<file path="src/rtl/ide_seq_pkg.sv">
package ide_seq_pkg;
  localparam int DISK_SHIFT = 9;   // 512-byte sectors
  localparam int CD_SHIFT   = 11;  // 2048-byte optical blocks

  localparam logic [7:0] ST_OK  = 8'h50;  // ready + seek complete
  localparam logic [7:0] ST_ERR = 8'h41;  // ready + error

  typedef enum logic [1:0] {OP_READ = 2'd0, OP_WRITE = 2'd1, OP_TRIM = 2'd2} xfer_op_e;
  typedef enum logic [1:0] {S_IDLE, S_EVAL, S_WAIT} seq_state_e;

  // whole 512-byte sectors covered by a byte count (partial sector counts)
  function automatic logic [31:0] disk_span(input logic [31:0] nbytes);
    return (nbytes + 32'd511) >> DISK_SHIFT;
  endfunction

  // optical position expressed in 512-byte media units
  function automatic logic [33:0] cd_media_unit(input logic [31:0] blk,
                                                input logic [CD_SHIFT-1:0] ofs);
    return {blk, 2'b00} + 34'(ofs >> DISK_SHIFT);
  endfunction

  function automatic xfer_op_e pick_op(input logic cd, input logic [1:0] code);
    if (cd) return OP_READ;
    case (code)
      2'd1:    return OP_WRITE;
      2'd2:    return OP_TRIM;
      default: return OP_READ;
    endcase
  endfunction
endpackage

</file>
<file path="src/rtl/ide_seq_disk_acct.sv">
module ide_seq_disk_acct
  import ide_seq_pkg::*;
#(
  parameter int LBA_W = 32,
  parameter int CNT_W = 24,
  parameter int LEN_W = 16
) (
  input  logic             clk,
  input  logic             rst_n,
  input  logic             load,
  input  logic [LBA_W-1:0] load_lba,
  input  logic [CNT_W-1:0] load_cnt,
  input  logic             apply,
  input  logic [LEN_W-1:0] chunk,
  output logic [LBA_W-1:0] nxt_lba,
  output logic             done_nxt
);
  logic [LBA_W-1:0] lba_q;
  logic [CNT_W-1:0] cnt_q, nxt_cnt;
  logic [31:0]      span;

  always_comb begin
    span     = disk_span(32'(chunk));
    nxt_lba  = lba_q + LBA_W'(span);
    nxt_cnt  = (32'(cnt_q) > span) ? cnt_q - CNT_W'(span) : '0;
    done_nxt = (nxt_cnt == '0);
  end

  always_ff @(posedge clk or negedge rst_n) begin
    if (!rst_n) begin
      lba_q <= '0;
      cnt_q <= '0;
    end else if (load) begin
      lba_q <= load_lba;
      cnt_q <= load_cnt;
    end else if (apply) begin
      lba_q <= nxt_lba;
      cnt_q <= nxt_cnt;
    end
  end


  zero_chunk_hold_chk: assert property (@(posedge clk) disable iff (!rst_n)
    (apply && !load && chunk == '0) |=> $stable(lba_q));

  lba_moves_chk: assert property (@(posedge clk) disable iff (!rst_n)
    (apply && !load && chunk != '0) |=> (lba_q != $past(lba_q)));
endmodule

</file>
<file path="src/rtl/ide_seq_cd_acct.sv">
module ide_seq_cd_acct
  import ide_seq_pkg::*;
#(
  parameter int LBA_W = 32,
  parameter int CNT_W = 24,
  parameter int LEN_W = 16,
  localparam int REM_W = CNT_W + 2,
  localparam int SEC_W = LBA_W + 2
) (
  input  logic             clk,
  input  logic             rst_n,
  input  logic             load,
  input  logic [LBA_W-1:0] load_lba,
  input  logic [CNT_W-1:0] load_cnt,
  input  logic             apply,
  input  logic [LEN_W-1:0] chunk,
  output logic [SEC_W-1:0] nxt_unit,
  output logic             done_nxt
);
  logic [LBA_W-1:0]        lba_q, nxt_lba;
  logic [CD_SHIFT-1:0]     idx_q, nxt_idx;
  logic signed [REM_W-1:0] rem_q, nxt_rem;
  logic [31:0]             idx_sum;

  always_comb begin
    idx_sum  = 32'(idx_q) + 32'(chunk);
    nxt_lba  = lba_q + LBA_W'(idx_sum >> CD_SHIFT);
    nxt_idx  = idx_sum[CD_SHIFT-1:0];
    nxt_rem  = rem_q - $signed(REM_W'(chunk));
    done_nxt = nxt_rem[REM_W-1] || (nxt_rem == '0);
    nxt_unit = SEC_W'(cd_media_unit(32'(nxt_lba), nxt_idx));
  end

  always_ff @(posedge clk or negedge rst_n) begin
    if (!rst_n) begin
      lba_q <= '0;
      idx_q <= '0;
      rem_q <= '0;
    end else if (load) begin
      lba_q <= load_lba;
      idx_q <= '0;
      rem_q <= $signed(REM_W'(load_cnt));
    end else if (apply) begin
      lba_q <= nxt_lba;
      idx_q <= nxt_idx;
      rem_q <= nxt_rem;
    end
  end


  rem_never_grows_chk: assert property (@(posedge clk) disable iff (!rst_n)
    (apply && !load) |=> (rem_q <= $past(rem_q)));
endmodule

</file>
<file path="src/rtl/ide_seq_ctrl.sv">
module ide_seq_ctrl
  import ide_seq_pkg::*;
#(
  parameter int ADDR_W = 32,
  parameter int LEN_W  = 16,
  parameter int SEC_W  = 34
) (
  input  logic              clk,
  input  logic              rst_n,
  input  logic              atapi_mode,
  input  logic [1:0]        cmd_op,
  input  logic              arm_dma,
  input  logic              xfer_go,
  input  logic [ADDR_W-1:0] go_addr,
  input  logic [LEN_W-1:0]  go_len,
  input  logic              rsp_valid,
  input  logic              rsp_err,
  input  logic              flush_req,
  input  logic              done_nxt,
  input  logic [SEC_W-1:0]  sector_nxt,
  output logic              apply,
  output logic [LEN_W-1:0]  chunk,
  output logic              chan_kick,
  output logic              chan_park,
  output logic              dma_end,
  output logic              req_valid,
  output logic [1:0]        req_op,
  output logic [ADDR_W-1:0] req_addr,
  output logic [LEN_W-1:0]  req_len,
  output logic [SEC_W-1:0]  req_sector,
  output logic              irq,
  output logic [7:0]        status,
  output logic              active,
  output logic              pending,
  output logic              flush_done
);
  seq_state_e        state;
  logic [ADDR_W-1:0] addr_q;
  logic [LEN_W-1:0]  len_q;

  assign apply      = (state == S_EVAL) && active;
  assign pending    = (state == S_WAIT);
  assign flush_done = flush_req && !pending;

  always_ff @(posedge clk or negedge rst_n) begin
    if (!rst_n) begin
      state <= S_IDLE; addr_q <= '0; len_q <= '0; chunk <= '0;
      chan_kick <= 1'b0; chan_park <= 1'b0; dma_end <= 1'b0; req_valid <= 1'b0;
      req_op <= OP_READ; req_addr <= '0; req_len <= '0; req_sector <= '0;
      irq <= 1'b0; status <= 8'h00; active <= 1'b0;
    end else begin
      chan_kick <= 1'b0; chan_park <= 1'b0; dma_end <= 1'b0;
      req_valid <= 1'b0; irq <= 1'b0;
      case (state)
        S_IDLE: if (xfer_go) begin
          addr_q <= go_addr;
          len_q  <= go_len;
          chunk  <= '0;
          state  <= S_EVAL;
        end
        S_EVAL: begin
          if (!active) begin
            chan_park <= 1'b1;
            state     <= S_IDLE;
          end else begin
            if (done_nxt) begin
              status <= ST_OK;
              irq    <= 1'b1;
              active <= 1'b0;
            end
            if (len_q == '0) begin
              dma_end <= 1'b1;
              state   <= S_IDLE;
            end else begin
              req_valid  <= 1'b1;
              req_addr   <= addr_q;
              req_len    <= len_q;
              req_sector <= sector_nxt;
              req_op     <= pick_op(atapi_mode, cmd_op);
              chunk      <= len_q;
              addr_q     <= addr_q + ADDR_W'(len_q);
              len_q      <= '0;
              state      <= S_WAIT;
            end
          end
        end
        S_WAIT: if (rsp_valid) begin
          if (rsp_err) begin
            status  <= ST_ERR;
            irq     <= 1'b1;
            dma_end <= 1'b1;
            active  <= 1'b0;
            chunk   <= '0;
            state   <= S_IDLE;
          end else begin
            state <= S_EVAL;
          end
        end
        default: state <= S_IDLE;
      endcase
      if (arm_dma) begin
        active    <= 1'b1;
        chan_kick <= 1'b1;
      end
    end
  end


  single_req_chk: assert property (@(posedge clk) disable iff (!rst_n)
    (pending && !rsp_valid) |=> !req_valid);

  flush_wait_chk: assert property (@(posedge clk) disable iff (!rst_n)
    flush_done |-> !pending);

  pulse_excl_chk: assert property (@(posedge clk) disable iff (!rst_n)
    $onehot0({req_valid, dma_end, chan_park}));

  irq_status_chk: assert property (@(posedge clk) disable iff (!rst_n)
    irq |-> (status == ST_OK || status == ST_ERR));

  err_end_chk: assert property (@(posedge clk) disable iff (!rst_n)
    (pending && rsp_valid && rsp_err && !arm_dma) |=> (dma_end && status == ST_ERR && !active));
endmodule

</file>
<file path="src/rtl/ide_xfer_seq.sv">
module ide_xfer_seq
  import ide_seq_pkg::*;
#(
  parameter int ADDR_W = 32,
  parameter int LEN_W  = 16,
  parameter int LBA_W  = 32,
  parameter int CNT_W  = 24,
  localparam int SEC_W = LBA_W + 2
) (
  input  logic              clk,
  input  logic              rst_n,
  input  logic              atapi_mode,
  input  logic [1:0]        cmd_op,
  input  logic              arm_dma,
  input  logic [LBA_W-1:0]  arm_lba,
  input  logic [CNT_W-1:0]  arm_count,
  output logic              chan_kick,
  input  logic              xfer_go,
  input  logic [ADDR_W-1:0] go_addr,
  input  logic [LEN_W-1:0]  go_len,
  output logic              chan_park,
  output logic              dma_end,
  output logic              req_valid,
  output logic [1:0]        req_op,
  output logic              req_to_dev,
  output logic [ADDR_W-1:0] req_addr,
  output logic [LEN_W-1:0]  req_len,
  output logic [SEC_W-1:0]  req_sector,
  input  logic              rsp_valid,
  input  logic              rsp_err,
  input  logic              flush_req,
  output logic              flush_done,
  output logic [7:0]        status,
  output logic              irq,
  output logic              dma_active
);
  logic             apply, pending, dk_done, cd_done, done_nxt;
  logic [LEN_W-1:0] chunk;
  logic [LBA_W-1:0] dk_lba;
  logic [SEC_W-1:0] cd_unit, sector_nxt;

  assign done_nxt   = atapi_mode ? cd_done : dk_done;
  assign sector_nxt = atapi_mode ? cd_unit : SEC_W'(dk_lba);
  assign req_to_dev = (req_op != OP_READ);

  ide_seq_disk_acct #(.LBA_W(LBA_W), .CNT_W(CNT_W), .LEN_W(LEN_W)) u_disk (
    .clk(clk), .rst_n(rst_n), .load(arm_dma), .load_lba(arm_lba), .load_cnt(arm_count),
    .apply(apply), .chunk(chunk), .nxt_lba(dk_lba), .done_nxt(dk_done));

  ide_seq_cd_acct #(.LBA_W(LBA_W), .CNT_W(CNT_W), .LEN_W(LEN_W)) u_cd (
    .clk(clk), .rst_n(rst_n), .load(arm_dma), .load_lba(arm_lba), .load_cnt(arm_count),
    .apply(apply), .chunk(chunk), .nxt_unit(cd_unit), .done_nxt(cd_done));

  ide_seq_ctrl #(.ADDR_W(ADDR_W), .LEN_W(LEN_W), .SEC_W(SEC_W)) u_ctrl (
    .clk(clk), .rst_n(rst_n), .atapi_mode(atapi_mode), .cmd_op(cmd_op), .arm_dma(arm_dma),
    .xfer_go(xfer_go), .go_addr(go_addr), .go_len(go_len), .rsp_valid(rsp_valid),
    .rsp_err(rsp_err), .flush_req(flush_req), .done_nxt(done_nxt), .sector_nxt(sector_nxt),
    .apply(apply), .chunk(chunk), .chan_kick(chan_kick), .chan_park(chan_park),
    .dma_end(dma_end), .req_valid(req_valid), .req_op(req_op), .req_addr(req_addr),
    .req_len(req_len), .req_sector(req_sector), .irq(irq), .status(status),
    .active(dma_active), .pending(pending), .flush_done(flush_done));


  kick_after_arm_chk: assert property (@(posedge clk) disable iff (!rst_n)
    arm_dma |=> (chan_kick && dma_active));
endmodule

</file>
<file path="config.mk">
export PLATFORM = sky130hd
export DESIGN_NAME = ide_xfer_seq
export DESIGN_NICKNAME = d
export VERILOG_FILES = /design/src/rtl/ide_seq_pkg.sv /design/src/rtl/ide_seq_disk_acct.sv /design/src/rtl/ide_seq_cd_acct.sv /design/src/rtl/ide_seq_ctrl.sv /design/src/rtl/ide_xfer_seq.sv
export SDC_FILE = /design/constraint.sdc
export NUM_CORES = 1
export LEC_CHECK = 0
export CORE_ASPECT_RATIO = 1.25
export CORE_UTILIZATION = 55
export CTS_BUF_LIST = sky130_fd_sc_hd__clkbuf_4
export DETAILED_ROUTE_END_ITERATION = 8
export DONT_BUFFER_PORTS = 1
export PLACE_DENSITY = 0.7
export RECOVER_POWER = 100
export SLEW_MARGIN = 20
export SYNTH_ARGS = -nofsm -noshare
export SYNTH_HDL_FRONTEND = slang
export SYNTH_SLANG_ARGS = --single-unit
</file>
<file path="constraint.sdc">
create_clock -name clk -period 6.1 [get_ports clk]
set_input_delay 0.61 -clock clk [delete_from_list [all_inputs] [get_ports clk]]
set_output_delay 0.61 -clock clk [all_outputs]
set_load 0.05 [all_outputs]
</file>
* After elaboration in Yosys (flattened, before gate mapping)
Cells that the tools add are included.
** Word-level totals
- Bits in registers :: 289
- Input bits :: 114
- Word-level logic and storage cells :: 127
** Operators by class
- Equal/unequal tests :: 12
- Reduce and logical (&&, ||, !) cells :: 20
- Order comparisons :: 1
- $add $sub $neg :: 8
- Bitwise logic cells :: 1
- Multiplexer cells :: 65
** Operators by type and width (number)
- $mux W32 :: 7
- $mux W16 :: 8
- $mux W24 :: 3
- $pmux W32 S2 :: 1
- $mux W26 :: 2
- $pmux W16 S3 :: 1
- $add A34 B2 Y34 :: 1
- $mux W34 :: 1
- $add A32 B16 Y32 :: 1
- $add A32 B21 Y32 :: 1
- $add A32 B23 Y32 :: 1
- $mux W8 :: 4
- $pmux W16 S2 :: 1
- $logic_not A26 Y1 :: 1
- $sub A26 B17 Y26 :: 1
- $gt A24 B23 Y1 :: 1
- $logic_not A24 Y1 :: 1
- $sub A24 B23 Y24 :: 1
- $mux W1 :: 23
- $mux W11 :: 2
- $add A11 B16 Y17 :: 1
- $add A16 B9 Y17 const B :: 1
- $logic_not A16 Y1 :: 1
- $pmux W8 S2 :: 1
- 21 further kinds :: 41

* Depth between registers and ports, before layout
- Word-level depth :: 9
- Mapped depth :: 24
- Depth with buffers taken out :: 23

* Hierarchy
From an unflattened synthesis, not the netlist that was laid out.
** Second synthesis, totals
- Cell total of the unflattened synthesis :: 2201
- Area, all modules :: 18818.0 um2
** By module, submodules not included
- ide_seq_ctrl :: times used 1, cells an instance 858, seq. area each 3978.8 um2, area an instance 7623.6 um2
- ide_seq_cd_acct :: times used 1, cells an instance 706, seq. area each 1726.7 um2, area an instance 5874.4 um2
- ide_seq_disk_acct :: times used 1, cells an instance 597, seq. area each 1401.3 um2, area an instance 4758.3 um2
- ide_xfer_seq :: times used 1, cells an instance 40, seq. area each 0.0 um2, area an instance 561.8 um2

* Least setup slack after synthesis
No wires, ideal clock.
- Kind :: register -> register
- Start point :: reg u_ctrl.chunk[0]
- End point :: reg u_cd.lba_q[20]
- Data required time :: 5975 ps
- Setup slack :: 1105 ps
- Stages on the path, launching flop included :: 24
- Data arrival time :: 4870 ps
- Library setup time :: 125 ps
- Cells stage by stage :: dfrtp_1 ha_1 fa_1 a21o_1 a21oi_1 o21bai_1 a21oi_1 o21bai_1 a21oi_1 o21ai_0 a21oi_1 nor2_1 xnor2_1 fa_1 a21o_1 a21oi_1 o21bai_1 a21oi_1 nor4_1 nand4_1 nor2_1 nand2_1 xnor2_1 mux2_2
** Between the ends
- Longest elaborated chain between the ends :: 4
** Ends and longest elaborated chain
- from (decl) :: RTL line ide_seq_ctrl.sv:22 : output logic [LEN_W-1:0] chunk,
- from (signal assigned) :: RTL line ide_seq_ctrl.sv:80 : chunk <= len_q;
- $add A11 B16 Y17 :: RTL line ide_seq_cd_acct.sv:26 : idx_sum = 32'(idx_q) + 32'(chunk);
- $add A32 B21 Y32 :: RTL line ide_seq_cd_acct.sv:27 : nxt_lba = lba_q + LBA_W'(idx_sum >> CD_SHIFT);
- $mux W32 :: RTL line ide_seq_cd_acct.sv:43 : end else if (apply) begin
- $mux W32 :: RTL line ide_seq_cd_acct.sv:39 : end else if (load) begin
- to (signal assigned) :: RTL line ide_seq_cd_acct.sv:40 : lba_q <= load_lba;
- to (signal assigned) :: RTL line ide_seq_cd_acct.sv:44 : lba_q <= nxt_lba;
- to (decl) :: RTL line ide_seq_cd_acct.sv:20 : logic [LBA_W-1:0] lba_q, nxt_lba;
No other way between the ends. The select of a mux whose other input is x is not followed.
A chain may end at the register's enable or synchronous reset.

* Worst setup path in the final report
- Start point :: reg u_ctrl.state[1]
- End point :: reg u_disk.cnt_q[15]
** Between the ends
- Longest elaborated chain between the ends :: 3
** Ends and longest elaborated chain
- from (decl) :: RTL line ide_seq_ctrl.sv:37 : seq_state_e state;
- from (signal assigned) :: RTL line ide_seq_ctrl.sv:47 : state <= S_IDLE; addr_q <= '0; len_q <= '0; chunk <= '0;
- from (signal assigned) :: RTL line ide_seq_ctrl.sv:59 : state <= S_EVAL;
- from (signal assigned) :: RTL line ide_seq_ctrl.sv:64 : state <= S_IDLE;
- $eq A2 B1 Y1
- $logic_and A1 B1 Y1 :: RTL line ide_seq_ctrl.sv:41 : assign apply = (state == S_EVAL) && active;
- $reduce_bool A2 Y1 (no source line)
- to (signal assigned) :: RTL line ide_seq_disk_acct.sv:35 : cnt_q <= load_cnt;
- to (signal assigned) :: RTL line ide_seq_disk_acct.sv:38 : cnt_q <= nxt_cnt;
- to (decl) :: RTL line ide_seq_disk_acct.sv:19 : logic [CNT_W-1:0] cnt_q, nxt_cnt;
No other way between the ends.

==> summary.md <==
| Metric | Value |
|---|---|
| Status | finished with violations |
| Failing checks | negative hold slack, max-capacitance violations, max-slew violations |
| Clk Latency, worst-skew pair | 0.73 ns |
| Post-Route WL | 50170 um |
| Cell Rows | 72 |
| Share of cells above drive strength 1 | 9.129% |
| Core Box Area | 31260 um2 |
| Layout net count | 2263 |
| Prevailing post-synth register cell | dfrtp_1 |
| Ys Warns | 0 |
| Peak supply drop | 0.3387 mV |
| Pwr Density | 610.7 nW/um2 |
| Syn-to-layout area delta | 7.575% |
| CP Launch Type | register |
| Clk slew on worst S/H paths | 0.07 ns |
| DR top layer | met4 |
| Headroom to the max-slew limit | -43.06% |
| Max_cap viols | 5 |
| Vias per inst | 5.974 |
| Synthesized instance count | 2063 |
| Fin. max-slew vios | 202 |
| CP max stage cell | clkbuf_1 |
| Post-synthesis sequential area ratio | 40.32% |
| DRC violations left | 0 |
| Seq cells post-synth | 284 |
| Initial antenna violation count | 1 |
| DR WL/cell | 19.80 um |
| Initial Utilization | 56.38% |
| Critical path required time | 6.73 ns |
| Non-filler cells, final | 2534 |
| IO Pins | 214 |
| Setup Crit Path Kind | reg2reg |
| Pre-CTS setup slack | 0.9703 ns |
| Critical path arrival | 6.02 ns |
| Worst Hold Class | in2async |
| Postcts setup bufs | 0 |
| Hold-fix buffers, CTS | 26 |
| Worst path top cell family by delay | buffers and inverters |
| Unrepaired setup endpoints after global routing | false |
| Asr flop ratio synth | 100.0% |
| WL met1 | 19890 um |
| TritonRoute pass-1 iters | 5 |
| Final Cell Area | 18960 um2 |
| Dpl cells | 2378 |
| Post-synth EDFFs | 0 |
| PortBufs | 0 |
| Reg2Reg Depth | 9 |
| Largest net degree at the start of global routing | 285 |
| Setup violators final | 0 |
| Critical path depth | 9 |
| Share of the synthesized area in the top cell type | 40.32% |
| Fin. Hold Viols | 284 |
| Final Skew | 0.05508 ns |
| Vias | 15140 |
| Lkg Pwr | 8.324 nW |
| Dominant cell type by area after synthesis | dfrtp_1 |
| WL met3 | 3446 um |
| Die Span X | 162.1 um |
| Tmin final | 5.392 ns |
| Die Span Y | 202.1 um |
| Biggest cell delay along the critical path | 1.54 ns |
| Final ANT Viol Nets | 0 |
| WHS | -0.4065 ns |
| Post-DP HPWL | 34620 um |
| Gr ovfl total | 0 |
| Clock Tree Buf Depth | 3 |
| Total Routing Usage GR | 31.13% |
| Post-synth cell types | 85 |
| First-pass GRT wire length | 80320 um |
| CTS tree | built |
| Iter 0 DRT Violations | 1025 |
| Met2 WL | 24810 um |
| Mapped cell area | 17620 um2 |
| Critical path fanouts, max | 47 |
| Buf+Inv Stages, Crit Path | 3 |
| Setup TNS | 0 ns |
| Root Driver | clkbuf_4 |
| Placed Instance Area | 17830 um2 |
| CTS Buf Count | 75 |
| Period utilization | 88.39% |
| Post-Syn Area per Cell | 8.543 um2 |
| Number of global-route vias before repair | 15480 |
| Clock sinks | 284 |
| CTS H-tree depth | 3 |
| Worst setup EP type | register |
| Area contributors post-synth | dfrtp_1 40%, nand2_1 8.5%, ha_1 4.9%, xnor2_1 4.8%, a21oi_1 4.3% |
| Setup WS post-layout | 0.7081 ns |
| Worst slew pin tran | 2.146 ns |
| Fmax | 185.5 MHz |
| GP Congestion | 0.9335 |
| Die area | 32770 um2 |
| Crit-path cells | inv_1 > ha_1 > and2_0 > clkbuf_1 > buf_4 > nand2b_1 > nor2_1 > a22oi_1 > o21ai_0 |
| Post-cts resize count | 0 |
[path summary, 6_finish.rpt]
kind                                    from                 to  slack (ns)
min in group clk                  arm_lba[8]      u_cd.lba_q[8]        0.05
setup reg to reg             u_ctrl.state[1]   u_disk.cnt_q[15]        0.71
setup / recovery             u_ctrl.state[1]   u_disk.cnt_q[15]        0.71
hold / removal                         rst_n     u_cd.rem_q[19]       -0.41
hold reg to reg            u_ctrl.addr_q[15]  u_ctrl.addr_q[15]        0.51
max in group asynchronous              rst_n     u_cd.rem_q[23]        5.78
[synthesized netlist by cell type, types with 14 or more instances]
cell,count
o21ai_0,150
o21bai_1,17
clkbuf_1,84
dfrtp_1,284
nand2_1,400
nand4_1,25
nor2_1,157
o22ai_1,18
nand2b_1,18
xor2_1,71
a21o_1,25
a31oi_1,19
and3_1,17
nor3_1,42
xnor2_1,97
nor4_1,17
mux2i_1,35
ha_1,69
nand3_1,55
inv_1,63
buf_1,14
a21oi_1,152
mux2_2,44
[through the flow]
step | utilization (%) | power (mW)
CTS | 60.88 | 11.61
detailed placement | 57.04 | 9.853
global placement | 57.04 | 9.722
floorplan | - | 8.426
finish | 60.65 | 11.58
global route | 60.64 | 12.49
[cells by family (layout without fill, tap and decap cells)]
group                    after synthesis  in the layout  synth area share [%]
AO/OA/AOI/OAI                        472            472                 16.36
XOR/XNOR                             168            168                 8.349
adder cells (fa/ha/maj)               75             75                 5.580
buffers and inverters                176            234                 3.990
flip-flops                           284            284                 40.32
multiplexers                          80             80                 4.863
other                                  1              7               0.02128
AND/OR/NAND/NOR                      807            807                 20.51
[sequential cells by signal, summed over array words and instances (netlist names), 2 cells and up]
signal,count
u_cd.rem_q,26
u_ctrl.req_sector,34
u_ctrl.req_len,16
u_ctrl.len_q,16
u_ctrl.req_addr,32
u_ctrl.state,2
u_disk.lba_q,32
u_cd.idx_q,11
u_ctrl.req_op,2
u_disk.cnt_q,24
u_ctrl.addr_q,32
u_ctrl.chunk,16
u_cd.lba_q,32
u_ctrl.status,3
[power by group]
group | total (mW) | switching, mW | internal, mW
registers | 4.27 | 1.71 | 2.55
clock network | 1.68 | 0.823 | 0.857
logic | 5.63 | 3.48 | 2.15
total | 11.6 | 6.02 | 5.56
[metal layers]
metal / vias up / track usage (%)
li1: 7207 / -
met1: 7336 / 36.48
met2: 468 / 52.73
met3: 127 / 7.860
met4: 0 / 15.36
met5: - / 0
[area by class of cell]
cell class,count,area [um2]
diodes,2,5.005
clock buffers,101,758.2
clock inverters,27,171.4
fillers,2807,12300
inverters,64,242.7
multi-input cells,1607,9829
flip-flops and latches,284,7107
well taps,407,509.2
repair buffers,42,336.6
[placed cells by master (no fill, tap or decap), types with 25 or more instances in the layout]
cell           synthesis  layout
nand2_1              400     400
dfrtp_1              284     284
nor2_1               157     157
a21oi_1              152     152
o21ai_0              150     150
clkbuf_4               0     101
xnor2_1               97      97
xor2_1                71      71
ha_1                  69      69
inv_1                 63      63
nand3_1               55      55
mux2_2                44      43
nor3_1                42      42
mux2i_1               35      35
nand4_1               25      25
a21o_1                25      25
dlygate4sd3_1          0      25
[worst register-to-register path, cell delays in order (launching register included)]
cell and delay, ns:
dfrtp_1 0.40, inv_1 0.11, ha_1 1.45, and2_0 0.30, clkbuf_1 1.54, buf_4 0.62
nand2b_1 0.31, nor2_1 0.28, a22oi_1 0.13, o21ai_0 0.16
No activity file was read; power rests on OpenSTA's default activity.
